File: src/rtl/dmac_pkg.sv
package dmac_pkg;

  localparam int WORD_BYTES = 4;

  localparam logic [2:0] REG_CTRL = 3'd0;
  localparam logic [2:0] REG_STAT = 3'd1;
  localparam logic [2:0] REG_SRC  = 3'd2;
  localparam logic [2:0] REG_DST  = 3'd3;
  localparam logic [2:0] REG_CNT  = 3'd4;
  localparam logic [2:0] REG_NEXT = 3'd5;

  typedef enum logic [2:0] {
    ST_IDLE,
    ST_WAIT,
    ST_BREQ,
    ST_XFER,
    ST_FIN
  } chanState_t;

  typedef struct packed {
    logic armXfer;
    logic beatStep;
    logic reload;
    logic complete;
    logic alignFault;
    logic halt;
  } dpStrobe_t;

endpackage

File: src/rtl/dmac_datapath.sv
module dmac_datapath
  import dmac_pkg::*;
#(
  parameter int ADDR_W = 32,
  parameter int CNT_W  = 32
) (
  input  logic              clk,
  input  logic              rstN,
  input  logic              regWr,
  input  logic [2:0]        regAddr,
  input  logic [31:0]       regWdata,
  output logic [31:0]       regRdata,
  input  dpStrobe_t         strb,
  input  logic              busy,
  output logic              enable,
  output logic              burstMode,
  output logic              alignOk,
  output logic              cntZero,
  output logic              contEn,
  output logic              stopPend,
  output logic [ADDR_W-1:0] memAddr,
  output logic              irq,
  output logic              doneFlag
);

  localparam logic [ADDR_W-1:0] ADDR_STEP = ADDR_W'(WORD_BYTES);
  localparam logic [CNT_W-1:0]  CNT_STEP  = CNT_W'(WORD_BYTES);

  logic [ADDR_W-1:0] srcAddr, dstAddr, steppedAddr;
  logic [CNT_W-1:0]  byteCnt, nextCnt;
  logic              enReg, contReg, cieReg, burstReq, memSrc, stopReg, descReg;
  logic [1:0]        xSize, pSize;
  logic              stDone, stNext, stErr;
  logic [3:0]        lowNib;

  assign memAddr     = memSrc ? srcAddr : dstAddr;
  assign lowNib      = memAddr[3:0];
  assign burstMode   = burstReq && (xSize == 2'b00) && (pSize == 2'b11);
  assign alignOk     = (lowNib == 4'h0) || (lowNib == 4'hC);
  assign steppedAddr = descReg ? memAddr - ADDR_STEP : memAddr + ADDR_STEP;
  assign cntZero     = (byteCnt == '0);
  assign enable      = enReg;
  assign contEn      = contReg;
  assign stopPend    = stopReg;
  assign irq         = stNext & cieReg;
  assign doneFlag    = stDone;

  always_ff @(posedge clk) begin
    if (!rstN) begin
      srcAddr  <= '0;
      dstAddr  <= '0;
      byteCnt  <= '0;
      nextCnt  <= '0;
      enReg    <= 1'b0;
      contReg  <= 1'b0;
      cieReg   <= 1'b0;
      burstReq <= 1'b0;
      memSrc   <= 1'b0;
      stopReg  <= 1'b0;
      descReg  <= 1'b0;
      xSize    <= 2'b00;
      pSize    <= 2'b00;
      stDone   <= 1'b0;
      stNext   <= 1'b0;
      stErr    <= 1'b0;
    end else begin
      if (strb.armXfer) descReg <= burstMode && (lowNib == 4'hC);
      if (strb.beatStep) begin
        if (memSrc) srcAddr <= steppedAddr;
        else        dstAddr <= steppedAddr;
        byteCnt <= byteCnt - CNT_STEP;
      end
      if (strb.reload) begin
        if (memSrc) srcAddr <= dstAddr;
        else        dstAddr <= srcAddr;
        byteCnt <= nextCnt;
        contReg <= 1'b0;
        stNext  <= 1'b1;
      end
      if (strb.complete) begin
        stDone <= 1'b1;
        enReg  <= 1'b0;
      end
      if (strb.alignFault) begin
        stErr <= 1'b1;
        enReg <= 1'b0;
      end
      if (strb.halt) begin
        enReg   <= 1'b0;
        contReg <= 1'b0;
        stopReg <= 1'b0;
      end
      // software writes take precedence over same-cycle hardware updates
      if (regWr) begin
        case (regAddr)
          REG_CTRL: begin
            enReg    <= regWdata[0];
            contReg  <= regWdata[1];
            cieReg   <= regWdata[2];
            burstReq <= regWdata[3];
            memSrc   <= regWdata[4];
            if (regWdata[5]) stopReg <= 1'b1;
            xSize    <= regWdata[7:6];
            pSize    <= regWdata[9:8];
          end
          REG_STAT: begin
            if (regWdata[0]) stDone <= 1'b0;
            if (regWdata[1]) stNext <= 1'b0;
            if (regWdata[2]) stErr  <= 1'b0;
          end
          REG_SRC:  srcAddr <= regWdata[ADDR_W-1:0];
          REG_DST:  dstAddr <= regWdata[ADDR_W-1:0];
          REG_CNT:  byteCnt <= regWdata[CNT_W-1:0];
          REG_NEXT: nextCnt <= regWdata[CNT_W-1:0];
          default: ;
        endcase
      end
    end
  end

  always_comb begin
    regRdata = '0;
    case (regAddr)
      REG_CTRL: regRdata = {22'd0, pSize, xSize, 1'b0, memSrc, burstReq, cieReg, contReg, enReg};
      REG_STAT: regRdata = {28'd0, busy, stErr, stNext, stDone};
      REG_SRC:  regRdata = 32'(srcAddr);
      REG_DST:  regRdata = 32'(dstAddr);
      REG_CNT:  regRdata = 32'(byteCnt);
      REG_NEXT: regRdata = 32'(nextCnt);
      default:  regRdata = '0;
    endcase
  end

endmodule

File: src/rtl/dmac_control.sv
module dmac_control
  import dmac_pkg::*;
#(
  parameter int BURST_BEATS = 4
) (
  input  logic      clk,
  input  logic      rstN,
  input  logic      enable,
  input  logic      burstMode,
  input  logic      alignOk,
  input  logic      cntZero,
  input  logic      contEn,
  input  logic      stopPend,
  input  logic      devReq,
  input  logic      busGnt,
  output dpStrobe_t strb,
  output logic      busReq,
  output logic      busStrobe,
  output logic      busy
);

  localparam int BEAT_W = (BURST_BEATS > 1) ? $clog2(BURST_BEATS) : 1;
  localparam logic [BEAT_W-1:0] LAST_BEAT = BEAT_W'(BURST_BEATS - 1);

  chanState_t        state, nextState;
  logic [BEAT_W-1:0] beatCnt;
  logic              burstRun;
  logic              lastBeat;

  assign lastBeat  = burstRun ? (beatCnt == LAST_BEAT) : 1'b1;
  assign busReq    = (state == ST_BREQ) || (state == ST_XFER);
  assign busStrobe = (state == ST_XFER);
  assign busy      = (state != ST_IDLE);

  always_comb begin
    strb      = '0;
    nextState = state;
    case (state)
      ST_IDLE: begin
        if (stopPend)    strb.halt = 1'b1;
        else if (enable) nextState = ST_WAIT;
      end
      ST_WAIT: begin
        if (stopPend || !enable) begin
          strb.halt = 1'b1;
          nextState = ST_IDLE;
        end else if (devReq) begin
          if (burstMode && !alignOk) begin
            strb.alignFault = 1'b1;
            nextState       = ST_IDLE;
          end else begin
            strb.armXfer = 1'b1;
            nextState    = ST_BREQ;
          end
        end
      end
      ST_BREQ: begin
        if (busGnt) nextState = ST_XFER;
      end
      ST_XFER: begin
        strb.beatStep = 1'b1;
        if (lastBeat) nextState = ST_FIN;
      end
      ST_FIN: begin
        if (stopPend) begin
          strb.halt = 1'b1;
          nextState = ST_IDLE;
        end else if (cntZero) begin
          if (contEn) begin
            strb.reload = 1'b1;
            nextState   = ST_WAIT;
          end else begin
            strb.complete = 1'b1;
            nextState     = ST_IDLE;
          end
        end else begin
          nextState = ST_WAIT;
        end
      end
      default: nextState = ST_IDLE;
    endcase
  end

  always_ff @(posedge clk) begin
    if (!rstN) begin
      state    <= ST_IDLE;
      beatCnt  <= '0;
      burstRun <= 1'b0;
    end else begin
      state <= nextState;
      if (strb.armXfer) begin
        beatCnt  <= '0;
        burstRun <= burstMode;
      end else if (strb.beatStep) begin
        beatCnt <= beatCnt + 1'b1;
      end
    end
  end

endmodule

File: src/rtl/dma_chain_channel.sv
module dma_chain_channel
  import dmac_pkg::*;
#(
  parameter int ADDR_W      = 32,
  parameter int CNT_W       = 32,
  parameter int BURST_BEATS = 4
) (
  input  logic              clk,
  input  logic              rstN,
  input  logic              regWr,
  input  logic [2:0]        regAddr,
  input  logic [31:0]       regWdata,
  output logic [31:0]       regRdata,
  input  logic              devReq,
  output logic              busReq,
  input  logic              busGnt,
  output logic              busStrobe,
  output logic [ADDR_W-1:0] busAddr,
  output logic              chanBusy,
  output logic              doneFlag,
  output logic              irq
);

  dpStrobe_t         strb;
  logic              enable, burstMode, alignOk, cntZero, contEn, stopPend;
  logic [ADDR_W-1:0] memAddr;

  dmac_datapath #(.ADDR_W(ADDR_W), .CNT_W(CNT_W)) u_dp (
    .clk(clk), .rstN(rstN), .regWr(regWr), .regAddr(regAddr),
    .regWdata(regWdata), .regRdata(regRdata), .strb(strb), .busy(chanBusy),
    .enable(enable), .burstMode(burstMode), .alignOk(alignOk),
    .cntZero(cntZero), .contEn(contEn), .stopPend(stopPend),
    .memAddr(memAddr), .irq(irq), .doneFlag(doneFlag)
  );

  dmac_control #(.BURST_BEATS(BURST_BEATS)) u_ctl (
    .clk(clk), .rstN(rstN), .enable(enable), .burstMode(burstMode),
    .alignOk(alignOk), .cntZero(cntZero), .contEn(contEn),
    .stopPend(stopPend), .devReq(devReq), .busGnt(busGnt), .strb(strb),
    .busReq(busReq), .busStrobe(busStrobe), .busy(chanBusy)
  );

  assign busAddr = busStrobe ? memAddr : '0;

endmodule

File: config.mk
export PLATFORM = sky130hd
export DESIGN_NAME = dma_chain_channel
export DESIGN_NICKNAME = d
export VERILOG_FILES = /design/src/rtl/dmac_pkg.sv /design/src/rtl/dmac_datapath.sv /design/src/rtl/dmac_control.sv /design/src/rtl/dma_chain_channel.sv
export SDC_FILE = /design/constraint.sdc
export NUM_CORES = 1
export LEC_CHECK = 0
export ABC_AREA = 1
export CAP_MARGIN = 25
export CORE_MARGIN = 5
export CORE_UTILIZATION = 55
export DETAILED_ROUTE_END_ITERATION = 8
export PLACE_DENSITY = 0.77
export RECOVER_POWER = 50
export SKIP_CTS_REPAIR_TIMING = 1
export SKIP_LAST_GASP = 1
export SYNTH_ARGS = -nofsm -noshare
export SYNTH_HDL_FRONTEND = slang
export SYNTH_HIERARCHICAL = 1
export SYNTH_SLANG_ARGS = --single-unit
export TNS_END_PERCENT = 1
File: constraint.sdc
create_clock -name clk -period 5.95 [get_ports clk]
set_input_delay 1.19 -clock clk [delete_from_list [all_inputs] [get_ports clk]]
set_output_delay 1.19 -clock clk [all_outputs]
set_load 0.05 [all_outputs]
==> results of run 1 <==
registers in the layout, indices dropped and copies added (netlist names):
signal	flops
u_dp/cieReg	1
u_dp/pSize	2
u_dp/contEn	1
u_dp/byteCnt	32
u_dp/memSrc	1
u_dp/doneFlag	1
u_dp/xSize	2
u_dp/dstAddr	32
u_dp/enable	1
u_dp/descReg	1
u_dp/burstReq	1
u_ctl/burstRun	1
u_dp/nextCnt	32
u_dp/stopPend	1
u_dp/stErr	1
u_ctl/state	3
u_dp/stNext	1
u_dp/srcAddr	32
u_ctl/beatCnt	2
synthesized netlist by cell type (11+ instances only):
| master | count | area share (%) |
|---|---|---|
| a21oi_1 | 198 | 8.6 |
| a22oi_1 | 28 | 1.8 |
| a31oi_1 | 33 | 1.8 |
| buf_2 | 28 | 1.2 |
| clkbuf_1 | 58 | 1.9 |
| dfxtp_1 | 148 | 26 |
| ha_1 | 31 | 3.4 |
| inv_1 | 301 | 9.8 |
| nand2_1 | 425 | 14 |
| nand2_2 | 12 | 0.65 |
| nand3_1 | 99 | 4.3 |
| nor2_1 | 174 | 5.7 |
| nor2_2 | 14 | 0.76 |
| nor3_1 | 11 | 0.48 |
| o211ai_1 | 12 | 0.78 |
| o21ai_0 | 229 | 9.9 |
| o221ai_1 | 28 | 2.1 |
| xor2_1 | 17 | 1.3 |
layout by cell type (no fill, tap or decap), drive strengths merged, types with 28 or more instances in the layout:
cell and n:
nand2 439, a31oi 33, inv 317, a22oi 28, o221ai 28, nor2 193, nand3 102, dfxtp 148
clkdlybuf4s50 101, o21ai 231, a21oi 198, ha 31
kinds of logic after synthesis:
kind of cell / synth area share [%]
fa+ha+maj: 3.53
compound gates: 26.8
simple gates: 28.2
xor+xnor: 1.67
flops: 25.6
buf+inv: 14.2
power by group through the flow:
| stage | clock [mW] | sequential [mW] | combinational [mW] |
|---|---|---|---|
| floorplan | 0 | 1.07 | 0.235 |
| CTS | 1.04 | 1.06 | 0.352 |
| global placement | 0 | 1.09 | 0.343 |
| detailed placement | 0 | 1.09 | 0.349 |
| finish | 1.03 | 1.07 | 0.360 |
| global route | 1.08 | 1.07 | 0.392 |
final cells by class:
type	count	area (um2)
multi-input cells	1377	6950
fillers	2037	7640
inverters	314	1180
flip-flops and latches	148	2970
clock inverters	14	121
repair buffers	121	1190
clock buffers	17	425
well taps	275	344
stage by stage:
step / instances / utilization, % / area [um2] / hold WS, ns / setup slack (ns)
final: 2266 / 63.3 / 13200 / 0.472 / 0.953
after global routing: 2266 / 63.3 / 13200 / 0.493 / 0.551
after CTS: 2265 / 63.3 / 13200 / 0.465 / 0.999
after detailed placement: 2234 / 60.7 / 12600 / 0.455 / 1.02
after global placement: 2233 / 60.6 / 12600 / 0.447 / 1.10
after floorplan: 1937 / - / 11600 / 0.430 / 2.03
final timing paths:
kind	end	slack (ns)	cells after the start
worst min register to register	u_ctl/beatCnt[1]	0.47	2
worst max register to register	u_dp/dstAddr[0]	1.54	10
worst min-delay path	u_ctl/beatCnt[1]	0.47	2
worst max-delay path	regRdata[3]	0.95	7
worst max-delay path: stages:
cell	delay, ns
dlygate4sd3_1	0.62
nor3_4	0.37
inv_2	0.31
o22ai_1	0.25
a21oi_1	0.07
o211ai_1	0.14
clkdlybuf4s50_1	0.85
per-layer routing:
layer	vias to the layer above	global-route usage, %	part of all wire [%]
met5	-	0	0
met4	0	23.0	7.9
met3	158	4.56	6.8
met2	641	56.1	47
met1	5899	39.0	39
li1	6445	-	-
==> results.toml, run 1 <==
[worst_hold_path]
min_path_type = "flop to flop"
worstHoldStart = "u_ctl/beatCnt[1]"

[sta]
slew_headroom_pct = -148
skew_ns = 0.0127
hold_viol = 0
rsz0062_at_grt = "false"
tns_ns = 0
slew_violations = 326
tightestPinTransition_ns = 3.72
max_freq_mhz = 200
min_period_over_period_pct = 84.0
finalCriticalPeriod_ns = 5.00
setup_viol = 0

[floorplanning]
dieHeight_um = 155
io_pins = 109
die_w_um = 155
die_area_um2 = 24000
core_area_um2 = 20800
initial_core_util_pct = 55.5
num_rows = 53

[clock_network]
clk_latency_ns = 0.44
cts.sinks = 148
numCtsBuffers = 17
cts_tree = "yes"
htreeDepth = 4
clockBufferDepth = 2
clkTransAtPathRegs_ns = 0.07
cts_root_buffer = "clkbuf_16"

[logic_synthesis]
postSynthAreaPerCell_um2 = 5.96
syn_area_um2 = 11600
synthArstFlopShare_pct = 0
syn_nets = 2009
postSynthCellCount = 1937
synth_warnings = 6
synthFlopType = "dfxtp_1"
synth-edff-count = 0
ys_seq_area_share_pct = 25.6
synth.distinct_cells = 47
ys_seq_elements = 148

[job]
drv_cap = 4

[setup_path]
worstPathRequired_ns = 4.76
crit_path_start_kind = "primary input"
cp.arrival_ns = 3.81
path_max_fanout = 29
r2r_start = "u_dp/byteCnt[26]"
critPathCaptureType = "output pin"
worstSetupPathType = "primary input to output pin"
cp-startpoint = "regAddr[1]"

[power_and_ir_drop]
pwr-share-clk_pct = 41.9
power_frac_seq_pct = 43.4
ir_worst_vdd_mv = 0.173
power_switching_uw = 767
p_leak_nw = 5.87
p_int_mw = 1.69
combPwrFrac_pct = 14.7
powerDensity_nw_per_um2 = 186
total_power_mw = 2.45
power.share.switching_pct = 31.2

[outcome]
outcome = "finished, violations left"
violations = "capacitance limit, slew limit"

[route]
drt_pass1_iterations = 6
drc = 0
routed_via_density = 5.80
routed_wl_um = 41000
wl_per_cell_um = 18.1
via_count = 13143
drtIter0Drc = 1332
drtAntennaViolNets = 0

[global_routing]
grt_overflow = 0
grt_pass1_wl_um = 63700
antenna_found_initial = 0
grt_pass1_vias = 12135
grt_max_degree = 100
grt_usage_pct = 33.3

[finish]
diodes = 0
drive_gt1_share_pct = 4.92
fin_nets = 2051
syn2layout_area_growth_pct = 14.1

[placed_design]
place_congestion = 1.00
port_buffers = 108
hpwl_um = 30000
No activity file was read; power rests on OpenSTA's default activity.
==> run 2, diff against run 1 <==
- clock period: 5.95 -> 4.9 ns (I/O delays scaled with it)
==> run 2 against run 1 <==
- combinational power increased by 19%
- design area shrank 0.55%
- the flow still finishes with violations (capacitance limit, slew limit)
- largest power group unchanged
- global-route usage down 1.0 points
==> results.toml, run 2 (same netlist as run 1, synthesis figures left out) <==
[floorplanning]
dieHeight_um = 155
die_area_um2 = 24000
core_area_um2 = 20800
die_w_um = 155
initial_core_util_pct = 55.5
num_rows = 53
io_pins = 109

[setup_path]
worstPathRequired_ns = 3.92
cp_cell_sequence = "dlygate4sd3_1 -> nor3_4 -> inv_2 -> o221ai_1 -> clkdlybuf4s50_1"
crit_buf_inv = 3
cpMaxStageDelayCell = "clkdlybuf4s50_1"
path_max_fanout = 20
worstSetupPathType = "primary input to output pin"
critPathCaptureType = "output pin"
crit_path_start_kind = "primary input"
critPathTopFamily = "buffers and inverters"
cp_slowest_stage_delay_ns = 0.88
cp.arrival_ns = 3.48

[finish]
multiInputGateArea_um2 = 6960
final_common_cell = "nand2_1"
n_fill_cell = 2101
final_cell_mix = "nand2_1, inv_1, o21ai_0"
syn2layout_area_growth_pct = 13.5
diodes = 0
fin_nets = 2051
seqCellArea_um2 = 2970
drive_gt1_share_pct = 6.48

[clock_network]
cts.sinks = 148
clockBufferDepth = 2
numCtsBuffers = 17
cts_root_buffer = "clkbuf_16"
clk_latency_ns = 0.43
htreeDepth = 4
clkTransAtPathRegs_ns = 0.07
cts_tree = "yes"

[global_routing]
grt_max_degree = 102
grt_pass1_vias = 12059
antenna_found_initial = 0
grt_usage_pct = 32.2
grt_pass1_wl_um = 62200
grt_overflow = 0

[route]
routed_via_density = 5.81
wl_per_cell_um = 17.7
drtIter0Drc = 1309
drc = 0
drtAntennaViolNets = 0
routed_wl_um = 40200
drt_pass1_iterations = 6
via_count = 13160

[sta]
skew_ns = 0.0179
max_freq_mhz = 224
slew_violations = 194
setup_viol = 0
slew_headroom_pct = -65.1
finalCriticalPeriod_ns = 4.46
hold_viol = 0
tightestPinTransition_ns = 2.48
rsz0062_at_grt = "false"
fin_ws_ns = 0.444
tns_ns = 0
min_period_over_period_pct = 90.9

[placed_design]
hpwl_um = 29400
pre_cts_slack_ns = 0.506
port_buffers = 108
place_congestion = 1.00

[worst_hold_path]
min_path_type = "flop to flop"

[outcome]
violations = "capacitance limit, slew limit"
outcome = "finished, violations left"

[power_and_ir_drop]
p_leak_nw = 5.94
powerDensity_nw_per_um2 = 227
ir_worst_vdd_mv = 0.233

[job]
drv_cap = 3
## run 2: cell count changes in the layout (fill, tap and decap cells not counted), sizes merged
cell           previous run  this run
buf                      10        40
clkdlybuf4s50           101        73
clkinvlp                  5         2
inv                     317       320
dlygate4sd3               6         5
## run 2: final timing paths
kind	startpoint	slack, ns	end	cells past startpoint
hold reg to reg	u_ctl/burstRun	0.47	u_ctl/burstRun	2
setup / recovery	regAddr[1]	0.44	regRdata[9]	5
hold / removal	u_ctl/burstRun	0.47	u_ctl/burstRun	2
setup reg to reg	u_dp/byteCnt[25]	0.51	u_dp/srcAddr[0]	10
## run 2: worst reg2reg max path, cell delays in order (launching register included)
cell,delay (ns)
dfxtp_1,0.35
nor4_1,0.79
nand4_1,0.17
nor2_1,0.39
nand3_1,0.20
nor2_4,0.14
clkbuf_2,1.36
o21ai_0,0.38
a21oi_1,0.29
a21oi_1,0.07
a21oi_1,0.17
## run 2: report_power, final
part           total (mW)  leakage, nW  switching [mW]  internal, mW
combinational       0.430         4.48           0.292         0.139
clock                1.25        0.265           0.587         0.664
sequential           1.29         1.20          0.0459          1.24
total                2.97         5.94           0.925          2.05
## run 2: final cells by class
| class | count | area share [%] |
|---|---|---|
| Clock inverter | 14 | 0.907 |
| Sequential cell | 148 | 22.6 |
| Multi-Input combinational cell | 1377 | 53.1 |
| Inverter | 314 | 9.01 |
| Clock buffer | 18 | 3.27 |
| Timing Repair Buffer | 121 | 8.48 |
| Tap cell | 275 | 2.62 |
## run 2: stage by stage
| stage | power (mW) | util (%) | area, um2 | instances | hold WS, ns |
|---|---|---|---|---|---|
| CTS | 2.98 | 63.0 | 13100 | 2267 | 0.472 |
| floorplan | 1.58 | - | 11600 | 1937 | 0.430 |
| finish | 2.97 | 63.0 | 13100 | 2267 | 0.470 |
| detailed placement | 1.74 | 60.4 | 12600 | 2235 | 0.462 |
| global placement | 1.73 | 60.2 | 12500 | 2234 | 0.447 |
| global route | 3.08 | 63.0 | 13100 | 2267 | 0.500 |
## run 2: routing by layer
layer	vias up	share of wire, %	global-route usage (%)
met4	0	5.1	15.4
met5	-	0	0
met2	629	48	55.6
met1	5975	40	39.7
li1	6443	-	-
met3	113	7.5	4.31
